==> src/rtl/irqbl_pkg.sv <==
package irqbl_pkg;

  localparam int CTX_VO_BIT = 31;
  localparam int FLD_LO     = 8;
  localparam int FLD_HI     = 15;
  localparam int NPRIO      = 8;

  typedef enum logic [1:0] {
    ST_IDLE  = 2'd0,
    ST_READ  = 2'd1,
    ST_WRITE = 2'd2
  } seq_state_e;

  // count of leading zeros of an 8-bit buffer, 0xFF when empty
  function automatic logic [7:0] first_pending(input logic [NPRIO-1:0] b);
    logic [7:0] r;
    r = 8'hFF;
    for (int i = 0; i < NPRIO; i++) begin
      if (r == 8'hFF && b[NPRIO-1-i]) r = 8'(i);
    end
    return r;
  endfunction

endpackage

==> src/rtl/irqbl_arbiter.sv <==
module irqbl_arbiter (
  input  logic clk,
  input  logic rst,
  input  logic idle,
  input  logic push_valid,
  input  logic ntf_valid,
  output logic push_ready,
  output logic ntf_ready,
  output logic push_fire,
  output logic ntf_fire
);

  // context pushes win over notifies
  assign push_ready = idle;
  assign ntf_ready  = idle && !push_valid;
  assign push_fire  = push_valid && push_ready;
  assign ntf_fire   = ntf_valid && ntf_ready;

  AST_ONE_GRANT: assert property (@(posedge clk) disable iff (rst)
    !(push_fire && ntf_fire));

endmodule

==> src/rtl/irqbl_rec_table.sv <==
module irqbl_rec_table #(
  parameter int AW = 5,
  parameter int DW = 32
) (
  input  logic          clk,
  input  logic          rst,
  input  logic          rd_en,
  input  logic [AW-1:0] rd_addr,
  output logic [DW-1:0] rd_data,
  input  logic          wr_en,
  input  logic [AW-1:0] wr_addr,
  input  logic [DW-1:0] wr_data
);

  localparam int DEPTH = 1 << AW;

  logic [DW-1:0]    mem [DEPTH];
  logic [DEPTH-1:0] written_q;
  logic [DW-1:0]    rd_q;
  logic             rd_vld_q;

  // plain synchronous RAM, no reset, for block RAM inference
  always_ff @(posedge clk) begin
    if (wr_en) mem[wr_addr] <= wr_data;
    if (rd_en) rd_q <= mem[rd_addr];
  end

  // per-entry written flags give a reset-clean view without a sweep
  for (genvar g = 0; g < DEPTH; g++) begin : g_wflag
    always_ff @(posedge clk) begin
      if (rst)                               written_q[g] <= 1'b0;
      else if (wr_en && wr_addr == AW'(g))   written_q[g] <= 1'b1;
    end
  end

  always_ff @(posedge clk) begin
    if (rst)        rd_vld_q <= 1'b0;
    else if (rd_en) rd_vld_q <= written_q[rd_addr];
  end

  assign rd_data = rd_vld_q ? rd_q : '0;

  AST_NO_RW_COLLIDE: assert property (@(posedge clk) disable iff (rst)
    !(rd_en && wr_en));

endmodule

==> src/rtl/irqbl_prio_ctx.sv <==
module irqbl_prio_ctx
  import irqbl_pkg::*;
(
  input  logic             clk,
  input  logic             rst,
  input  logic             merge_en,
  input  logic [NPRIO-1:0] merge_bits,
  input  logic             cppr_we,
  input  logic [7:0]       cppr_val,
  output logic [NPRIO-1:0] ipb_q,
  output logic [7:0]       pipr_q,
  output logic             irq_q
);

  logic [7:0]       cppr_q;
  logic [NPRIO-1:0] ipb_next;

  assign ipb_next = ipb_q | merge_bits;

  always_ff @(posedge clk) begin
    if (rst) begin
      ipb_q  <= '0;
      pipr_q <= 8'hFF;
      cppr_q <= 8'h00;
      irq_q  <= 1'b0;
    end else begin
      if (merge_en) begin
        ipb_q  <= ipb_next;
        pipr_q <= first_pending(ipb_next);
      end
      if (cppr_we) cppr_q <= cppr_val;
      irq_q <= (pipr_q < cppr_q);
    end
  end

  AST_EMPTY_PIPR: assert property (@(posedge clk) disable iff (rst)
    (ipb_q == '0) |-> (pipr_q == 8'hFF));
  AST_IRQ_MASK: assert property (@(posedge clk) disable iff (rst)
    (cppr_q == 8'h00) |=> !irq_q);
  AST_IPB_KEEP: assert property (@(posedge clk) disable iff (rst)
    1'b1 |=> (($past(ipb_q) & ~ipb_q) == '0));

endmodule

==> src/rtl/irqbl_resend_top.sv <==
module irqbl_resend_top
  import irqbl_pkg::*;
#(
  parameter int BLK_W        = 2,
  parameter int IDX_W        = 3,
  parameter int NUM_BLK      = 2,
  parameter int RECS_PER_BLK = 6
) (
  input  logic             clk,
  input  logic             rst,
  input  logic             ntf_valid,
  output logic             ntf_ready,
  input  logic [BLK_W-1:0] ntf_blk,
  input  logic [IDX_W-1:0] ntf_idx,
  input  logic [2:0]       ntf_prio,
  input  logic             ntf_backlog,
  input  logic             ntf_fmt1,
  input  logic             push_valid,
  output logic             push_ready,
  input  logic [31:0]      push_word,
  input  logic             cppr_we,
  input  logic [7:0]       cppr_val,
  output logic [31:0]      ctx_word,
  output logic [7:0]       pend_buf,
  output logic [7:0]       pend_prio,
  output logic             irq,
  output logic             err_cfg,
  output logic             err_id
);

  localparam int AW = BLK_W + IDX_W;

  seq_state_e       st_q;
  logic             idle, push_fire, ntf_fire;
  logic             op_push_q, vo_q, bl_q, f1_q;
  logic [BLK_W-1:0] blk_q;
  logic [IDX_W-1:0] idx_q;
  logic [2:0]       prio_q;
  logic             id_ok, need_tbl;
  logic             rd_en, wr_en, merge_en;
  logic [31:0]      rd_data, wr_data;
  logic [7:0]       fld, merge_bits;

  assign idle = (st_q == ST_IDLE);

  irqbl_arbiter i_arb (
    .clk(clk), .rst(rst), .idle(idle),
    .push_valid(push_valid), .ntf_valid(ntf_valid),
    .push_ready(push_ready), .ntf_ready(ntf_ready),
    .push_fire(push_fire), .ntf_fire(ntf_fire)
  );

  // request capture and three-step sequence
  always_ff @(posedge clk) begin
    if (rst) begin
      st_q      <= ST_IDLE;
      ctx_word  <= '0;
      op_push_q <= 1'b0;
      vo_q      <= 1'b0;
      bl_q      <= 1'b0;
      f1_q      <= 1'b0;
      blk_q     <= '0;
      idx_q     <= '0;
      prio_q    <= '0;
    end else begin
      case (st_q)
        ST_IDLE: begin
          if (push_fire) begin
            ctx_word  <= push_word;
            op_push_q <= 1'b1;
            vo_q      <= push_word[CTX_VO_BIT];
            blk_q     <= push_word[AW-1:IDX_W];
            idx_q     <= push_word[IDX_W-1:0];
            bl_q      <= 1'b0;
            f1_q      <= 1'b0;
            st_q      <= ST_READ;
          end else if (ntf_fire) begin
            op_push_q <= 1'b0;
            vo_q      <= 1'b0;
            blk_q     <= ntf_blk;
            idx_q     <= ntf_idx;
            prio_q    <= ntf_prio;
            bl_q      <= ntf_backlog;
            f1_q      <= ntf_fmt1;
            st_q      <= ST_READ;
          end
        end
        ST_READ:  st_q <= ST_WRITE;
        default:  st_q <= ST_IDLE;
      endcase
    end
  end

  assign id_ok = ({1'b0, blk_q} < (BLK_W+1)'(NUM_BLK)) &&
                 ({1'b0, idx_q} < (IDX_W+1)'(RECS_PER_BLK));
  assign need_tbl = id_ok && (op_push_q ? vo_q : (bl_q && !f1_q));
  assign rd_en    = (st_q == ST_READ) && need_tbl;
  assign fld      = rd_data[FLD_HI:FLD_LO];

  always_comb begin
    wr_en      = 1'b0;
    wr_data    = rd_data;
    merge_en   = 1'b0;
    merge_bits = '0;
    if (st_q == ST_WRITE && need_tbl) begin
      if (op_push_q) begin
        if (fld != '0) begin
          wr_en      = 1'b1;
          wr_data    = {rd_data[31:FLD_HI+1], 8'h00, rd_data[FLD_LO-1:0]};
          merge_en   = 1'b1;
          merge_bits = fld;
        end
      end else begin
        wr_en   = 1'b1;
        wr_data = {rd_data[31:FLD_HI+1], fld | (8'h80 >> prio_q),
                   rd_data[FLD_LO-1:0]};
      end
    end
  end

  always_ff @(posedge clk) begin
    if (rst) begin
      err_cfg <= 1'b0;
      err_id  <= 1'b0;
    end else begin
      err_cfg <= (st_q == ST_WRITE) && !op_push_q && bl_q && f1_q;
      err_id  <= (st_q == ST_WRITE) && !id_ok &&
                 (op_push_q ? vo_q : (bl_q && !f1_q));
    end
  end

  irqbl_rec_table #(.AW(AW), .DW(32)) i_tbl (
    .clk(clk), .rst(rst),
    .rd_en(rd_en), .rd_addr({blk_q, idx_q}), .rd_data(rd_data),
    .wr_en(wr_en), .wr_addr({blk_q, idx_q}), .wr_data(wr_data)
  );

  irqbl_prio_ctx i_ctx (
    .clk(clk), .rst(rst),
    .merge_en(merge_en), .merge_bits(merge_bits),
    .cppr_we(cppr_we), .cppr_val(cppr_val),
    .ipb_q(pend_buf), .pipr_q(pend_prio), .irq_q(irq)
  );

  AST_BUSY_NO_READY: assert property (@(posedge clk) disable iff (rst)
    (st_q != ST_IDLE) |-> (!push_ready && !ntf_ready));
  AST_CTX_STORED: assert property (@(posedge clk) disable iff (rst)
    push_fire |=> (ctx_word == $past(push_word)));
  AST_ERR_EXCL: assert property (@(posedge clk) disable iff (rst)
    !(err_cfg && err_id));
  AST_NO_MERGE_IDLE: assert property (@(posedge clk) disable iff (rst)
    idle |=> $stable(pend_buf));

endmodule

==> config.mk <==
export PLATFORM = sky130hd
export DESIGN_NAME = irqbl_resend_top
export DESIGN_NICKNAME = d
export VERILOG_FILES = /design/src/rtl/irqbl_pkg.sv /design/src/rtl/irqbl_arbiter.sv /design/src/rtl/irqbl_rec_table.sv /design/src/rtl/irqbl_prio_ctx.sv /design/src/rtl/irqbl_resend_top.sv
export SDC_FILE = /design/constraint.sdc
export NUM_CORES = 1
export LEC_CHECK = 0
export BUFFER_PORTS_ARGS = -buffer_cell sky130_fd_sc_hd__buf_4
export CORE_ASPECT_RATIO = 2
export CORE_MARGIN = 10
export CORE_UTILIZATION = 25
export DETAILED_ROUTE_END_ITERATION = 10
export GPL_TIMING_DRIVEN = 0
export PLACE_DENSITY_LB_ADDON = 0.25
export SYNTH_ARGS = -nofsm -noshare
export SYNTH_HDL_FRONTEND = slang
export SYNTH_SLANG_ARGS = --single-unit
==> constraint.sdc <==
create_clock -name clk -period 4.11 [get_ports clk]
set_input_delay 0.6165 -clock clk [delete_from_list [all_inputs] [get_ports clk]]
set_output_delay 0.6165 -clock clk [all_outputs]
set_load 0.03 [all_outputs]
==> run_results.csv, run 1 <==
group,metric,value,unit
worst_setup_path,crit_chain,"clkbuf_1 > clkbuf_1 > nand2_1 > nor2_1",
timing,rsz0062_at_grt,"no",
timing,finalSetupViolations,0,
final_layout,fill_cells,5318,
synth,syn_area,13500,sq um
synth,synth_cells,796,
worst_setup_path,startpoint_type,"flop",
final_layout,finalNetCount,1167,
final_layout,multiInputGateArea,4240,sq um
power,power_leakage,6.10,nW
route,num_vias,7542,
placement,dp.cells,1744,
synth,syn_area_per_cell,17.0,sq um
placement,place_hpwl,23.9,mm
final_layout,area_delta_synth_final,25.5,%
placement,portBuffers,106,
synth,synth_cell_type_count,41,
synth,synth_edf_count,264,
global_routing,antenna_found_initial,0,
global_routing,grt_start_max_net_pins,33,
power,p_int,5.84,mW
route,drt_pass1_iterations,4,
power,p_sw,1.68,mW
timing,finClkSkew,0.0161,ns
route,routed_via_density,4.19,
placement,gp_congestion,0.788,
floorplanning,core_area,53600,sq um
cts,ctsHoldBuffers,0,
synth,synth-async-reset-ratio,0,%
final_layout,regArea,9650,sq um
worst_setup_path,critPathSlowestCell,"nor2_1",
floorplanning,io_pins,108,
timing,max_slew.worst_pin.slew,1.36,ns
timing,fmax,0.283,GHz
route,drc,0,
global_routing,grt-ovfl-total,0,
worst_setup_path,critPathMaxFanout,10,
worst_setup_path,path_buf_inv,2,
global_routing,grt_pass1_wl,50.2,mm
synth,synth_warnings,0,
floorplanning,rows,120,
timing,drv_slew,0,
worst_setup_path,crit_family,"buffers and inverters",
synth,seq_area_frac_synth,71.4,%
final_layout,fin_util,31.6,%
route,postRouteAntennaNets,0,
worst_setup_path,max_stage_delay,1.00,ns
synth,ys_top_cells_by_area,"edfxtp_1, mux4_2, dfxtp_1",
floorplanning,dieHeight,349,um
cts,ctsLongestPathBuffers,3,
worst_hold_path,worstHoldPathType,"input port to flop",
cts,cts_resized,0,
power,ir_drop,277,uV
cts,cts_buffers,30,
final_layout,final_cells,1798,
global_routing,grt_use_total,10.4,%
worst_setup_path,path_class,"flop to flop",
cts,cts_tree,"built",
route,drt_iter0_drc,401,
power,power.share.combinational,8.6,%
worst_setup_path,cp-end-kind,"flop",
global_routing,grt_pass1_vias,8156,
cts,cts_root_buffer,"clkbuf_16",
cts,cts.sinks,350,
cts,clk_pin_slew,0.07,ns
cts,postCtsSetupRepairBufs,0,
power,pwr-share-clk,39.4,%
synth,synth_seq_cells,350,
floorplanning,initial_core_util,25.2,%
synth,synth.most_common_cell,"edfxtp_1",
power,powerDensity,443,nW/um^2
power,pwr-share-seq,51.9,%
final_layout,drive_above_1_share,26.1,%
flow_run,drv_cap,0,
worst_setup_path,cpMostUsedCell,"clkbuf_1",
cts,insertion_delay,0.57,ns
worst_setup_path,required,4.29,ns
final_layout,antenna_cells,0,
synth,synth_ff_type,"edfxtp_1",
timing,worst_hold_slack,0.283,ns
power,swShare,22.3,%
timing,period_share,86.1,%
synth,synthTopCellsByCount,"edfxtp_1, dfxtp_1, mux4_2",
route,drt-total-wl,33.5,mm
worst_setup_path,cp.arrival,3.72,ns
floorplanning,die_w,184,um
route,wl_per_cell,18.6,um
timing,relSlewSlack,9.18,%
floorplanning,die_area,64300,sq um
timing,hold_viol,0,
timing,finalCriticalPeriod,3.54,ns
cts,htree_levels,1,
run_status,status,"finished clean",
synth,synth_top_area_cell,"edfxtp_1",
synth,netlist.area_leader.share,58.7,%
timing,tns,0,ns
==> layout by cell type, fill, tap and decap left out, drive strengths merged, types with 5 or more instances in the layout <==
| master | n |
|---|---|
| a21oi | 57 |
| a22oi | 8 |
| buf | 142 |
| bufinv | 5 |
| clkbuf | 63 |
| clkinv | 12 |
| conb | 160 |
| dfxtp | 86 |
| edfxtp | 264 |
| ha | 7 |
| inv | 8 |
| mux2 | 13 |
| mux2i | 12 |
| mux4 | 85 |
| nand2 | 74 |
| nand2b | 7 |
| nor2 | 57 |
| nor2b | 10 |
| nor3 | 6 |
| o21ai | 9 |
==> kinds of logic after synthesis <==
group	count (synthesis)	synth area share (%)
AOI/OAI and AO/OA	90	3.87
adders and majority gates	7	0.648
buffers and inverters	59	1.98
DFF	350	71.4
muxes	110	16.1
other	1	0.0277
and+or+nand+nor	179	5.95
==> worst min-delay path: stages <==
cell and delay, ns:
buf_4 0.08, mux2i_1 0.05, nor2_1 0.07
==> path summary, 6_finish.rpt <==
| check | startpoint | endpoint | slack (ns) | cells past startpoint |
|---|---|---|---|---|
| max | blk_q[0]$_SDFFE_PP0P_ | i_tbl.mem[11][10]$_DFFE_PP_ | 0.57 | 4 |
| min | cppr_val[7] | i_ctx.cppr_q[7]$_SDFFE_PP0P_ | 0.28 | 3 |
| max reg2reg | blk_q[0]$_SDFFE_PP0P_ | i_tbl.mem[11][10]$_DFFE_PP_ | 0.57 | 4 |
| min reg2reg | ctx_word[17]$_SDFFE_PP0P_ | ctx_word[17]$_SDFFE_PP0P_ | 0.46 | 2 |
==> power groups by stage <==
stage | clock network, mW | registers, mW | logic (mW)
4_1_cts | 3.07 | 3.91 | 0.665
6_report | 2.97 | 3.91 | 0.647
5_1_grt | 3.17 | 3.92 | 0.706
2_1_floorplan | 0 | 4.01 | 0.376
3_5_place_dp | 0 | 3.99 | 0.663
3_3_place_gp | 0 | 3.98 | 0.658
==> routing by layer <==
layer  track usage [%]  up-vias  routed length (um)
li1                  -     3525                   -
met1              9.84     3799               11600
met2              20.6      170               19000
met3              2.40       48                1960
met4              4.08        0                 980
met5                 0        -                   0
==> metrics by stage <==
stage | cell area [sq um] | setup slack [ns] | power, mW
after floorplan | 14100 | 1.56 | 4.39
after global placement | 15700 | 0.225 | 4.64
after detailed placement | 16000 | 0.483 | 4.65
after CTS | 17000 | 0.450 | 7.64
after global routing | 17000 | 0.349 | 7.79
final | 17000 | 0.572 | 7.52
==> state kept, by name, indices dropped and copies added, names as in the netlist <==
signal / flops
i_ctx.ipb_q: 8
prio_q: 3
err_cfg: 1
i_ctx.cppr_q: 8
i_tbl.rd_q: 8
blk_q: 2
bl_q: 1
i_ctx.irq_q: 1
ctx_word: 32
idx_q: 3
i_tbl.written_q: 16
f1_q: 1
i_tbl.mem: 256
i_ctx.pipr_q: 4
err_id: 1
st_q: 2
op_push_q: 1
i_tbl.rd_vld_q: 1
vo_q: 1
==> layout make-up <==
type | instances | area share (%)
sequential | 350 | 56.9
multi-input combinational | 546 | 25.0
timing repair buffer | 118 | 5.64
tap | 671 | 4.95
clock buffer | 35 | 4.66
buffer | 52 | 1.42
clock inverter | 19 | 1.31
inverter | 7 | 0.155
No activity file was read; power rests on OpenSTA's default activity.
==> run 2: changes to the inputs <==
CORE_UTILIZATION = 50   (was 25)
==> run_results.csv, run 2 (synthesized netlist as in run 1, its figures left out) <==
group,metric,value,unit
cts,cts_root_buffer,"clkbuf_16",
worst_setup_path,reg2reg_depth,6,
cts,postCtsSetupRepairBufs,0,
worst_setup_path,path_class,"flop to flop",
final_layout,fill_cells,2088,
final_layout,area_delta_synth_final,21.8,%
worst_setup_path,required,4.29,ns
final_layout,largest_reg_flops,256,
cts,cts_buffers,29,
timing,drv_slew,0,
floorplanning,die_area,34400,sq um
power,power,7.28,mW
worst_hold_path,worstHoldPathType,"input port to flop",
final_layout,antenna_cells,0,
worst_setup_path,max_stage_delay,0.80,ns
floorplanning,io_pins,108,
route,routed_via_density,5.15,
route,drt-total-wl,29.3,mm
global_routing,grt_use_total,17.1,%
placement,gp_congestion,0.854,
worst_setup_path,critPathSlowestCell,"nor2_1",
floorplanning,rows,85,
worst_setup_path,worst-path-stages,6,
global_routing,grt-ovfl-total,0,
worst_setup_path,reg2reg_to,"i_tbl.mem[1][10]$_DFFE_PP_",
timing,rsz0062_at_grt,"no",
timing,setup_slack,0.789,ns
timing,relSlewSlack,22.4,%
route,num_vias,7575,
worst_setup_path,path_buf_inv,1,
cts,ctsHoldBuffers,0,
route,wl_per_cell,19.9,um
worst_setup_path,regToRegSetupSlack,0.79,ns
final_layout,reg_top3,"i_tbl.mem: 256 flops, ctx_word: 32 flops, i_tbl.written_q: 16 flops",
cts,cts_resized,0,
cts,cts_tree,"built",
worst_setup_path,r2r_start,"blk_q[1]$_SDFFE_PP0P_",
timing,max_slew.worst_pin.slew,1.16,ns
final_layout,final_common_cell,"edfxtp_1",
power,ir_drop,310,uV
final_layout,drive_above_1_share,25.8,%
floorplanning,dieHeight,253,um
cts,insertion_delay,0.56,ns
timing,fmax,0.301,GHz
final_layout,final_cell_mix,"edfxtp_1, conb_1, buf_4",
worst_setup_path,cp-end-kind,"flop",
timing,period_share,80.8,%
global_routing,grt_pass1_wl,45.0,mm
placement,portBuffers,106,
timing,finalSetupViolations,0,
worst_setup_path,cp-endpoint,"i_tbl.mem[1][10]$_DFFE_PP_",
worst_setup_path,cpMostUsedCell,"a21oi_1",
timing,finClkSkew,0.0144,ns
cts,htree_levels,1,
cts,clk_pin_slew,0.07,ns
final_layout,fin_util,61.4,%
global_routing,grt_pass1_vias,8036,
final_layout,finalNetCount,1163,
timing,tns,0,ns
worst_setup_path,critPathMaxFanout,10,
timing,hold_viol,0,
worst_setup_path,startpoint_type,"flop",
run_status,status,"finished clean",
floorplanning,initial_core_util,50.4,%
cts,cts.sinks,350,
route,postRouteAntennaNets,0,
worst_setup_path,crit_chain,"buf_2 > a21oi_1 > o211ai_1 > a21oi_1 > or3b_2 > nor2_1",
route,drt_pass1_iterations,4,
global_routing,grt_start_max_net_pins,33,
route,drt_iter0_drc,344,
placement,place_hpwl,21.2,mm
worst_setup_path,crit_family,"simple AND/OR/NAND/NOR gates",
global_routing,antenna_found_initial,0,
floorplanning,die_w,136,um
final_layout,largest-register,"i_tbl.mem",
power,power_leakage,6.04,nW
flow_run,drv_cap,0,
route,drc,0,
worst_setup_path,cp.arrival,3.50,ns
power,powerDensity,442,nW/um^2
timing,worst_hold_slack,0.292,ns
worst_setup_path,cp-startpoint,"blk_q[1]$_SDFFE_PP0P_",
timing,finalCriticalPeriod,3.32,ns
cts,ctsLongestPathBuffers,3,
floorplanning,core_area,26800,sq um
placement,place_ws,0.756,ns
-- run 2: worst min-delay path by stage --
stage	start	cells after the start	to
after floorplan	f1_q$_SDFFE_PP0P_	2	err_cfg$_SDFF_PP0_
after global placement	ctx_word[14]$_SDFFE_PP0P_	2	ctx_word[14]$_SDFFE_PP0P_
after detailed placement	ctx_word[23]$_SDFFE_PP0P_	2	ctx_word[23]$_SDFFE_PP0P_
after CTS	cppr_val[5]	3	i_ctx.cppr_q[5]$_SDFFE_PP0P_
after global routing	cppr_val[5]	3	i_ctx.cppr_q[5]$_SDFFE_PP0P_
final	cppr_val[5]	3	i_ctx.cppr_q[5]$_SDFFE_PP0P_
-- run 2: cell type report --
type / count / area, sq um / share of cell area (%)
clock buffer: 32 / 737 / 4.48
buffer: 52 / 241 / 1.47
inverter: 7 / 26.3 / 0.160
clock inverter: 22 / 209 / 1.27
sequential: 350 / 9650 / 58.6
timing repair buffer: 115 / 932 / 5.66
multi-input combinational: 546 / 4240 / 25.7
tap: 348 / 435 / 2.64
-- run 2: metal layers --
| layer | part of all wire (%) | up-vias | track usage [%] | routed length [um] |
|---|---|---|---|---|
| met1 | 34 | 3774 | 17.0 | 10000 |
| met3 | 4.9 | 68 | 2.65 | 1450 |
| li1 | - | 3519 | - | - |
| met5 | 0 | - | 0 | 0 |
| met2 | 57 | 214 | 33.4 | 16700 |
| met4 | 3.7 | 0 | 7.43 | 1080 |
-- run 2: metrics by stage --
step	cells	area, sq um
3_5_place_dp	1418	15500
4_1_cts	1472	16500
2_1_floorplan	955	14100
6_report	1472	16500
3_3_place_gp	1409	15300
5_1_grt	1472	16500
-- run 2: power by group --
group | switching [mW] | internal (mW) | total (mW)
registers | 0.0389 | 3.87 | 3.91
clock network | 1.21 | 1.54 | 2.75
logic | 0.343 | 0.283 | 0.626
total | 1.59 | 5.69 | 7.28
-- run 2: worst register-to-register path: cells and delay by family (launching register included) --
kind	cells	cell delay, ns
and+or+nand+nor	2	1.37
DFF	1	0.30
buffers and inverters	1	0.22
AOI/OAI and AO/OA	3	1.05
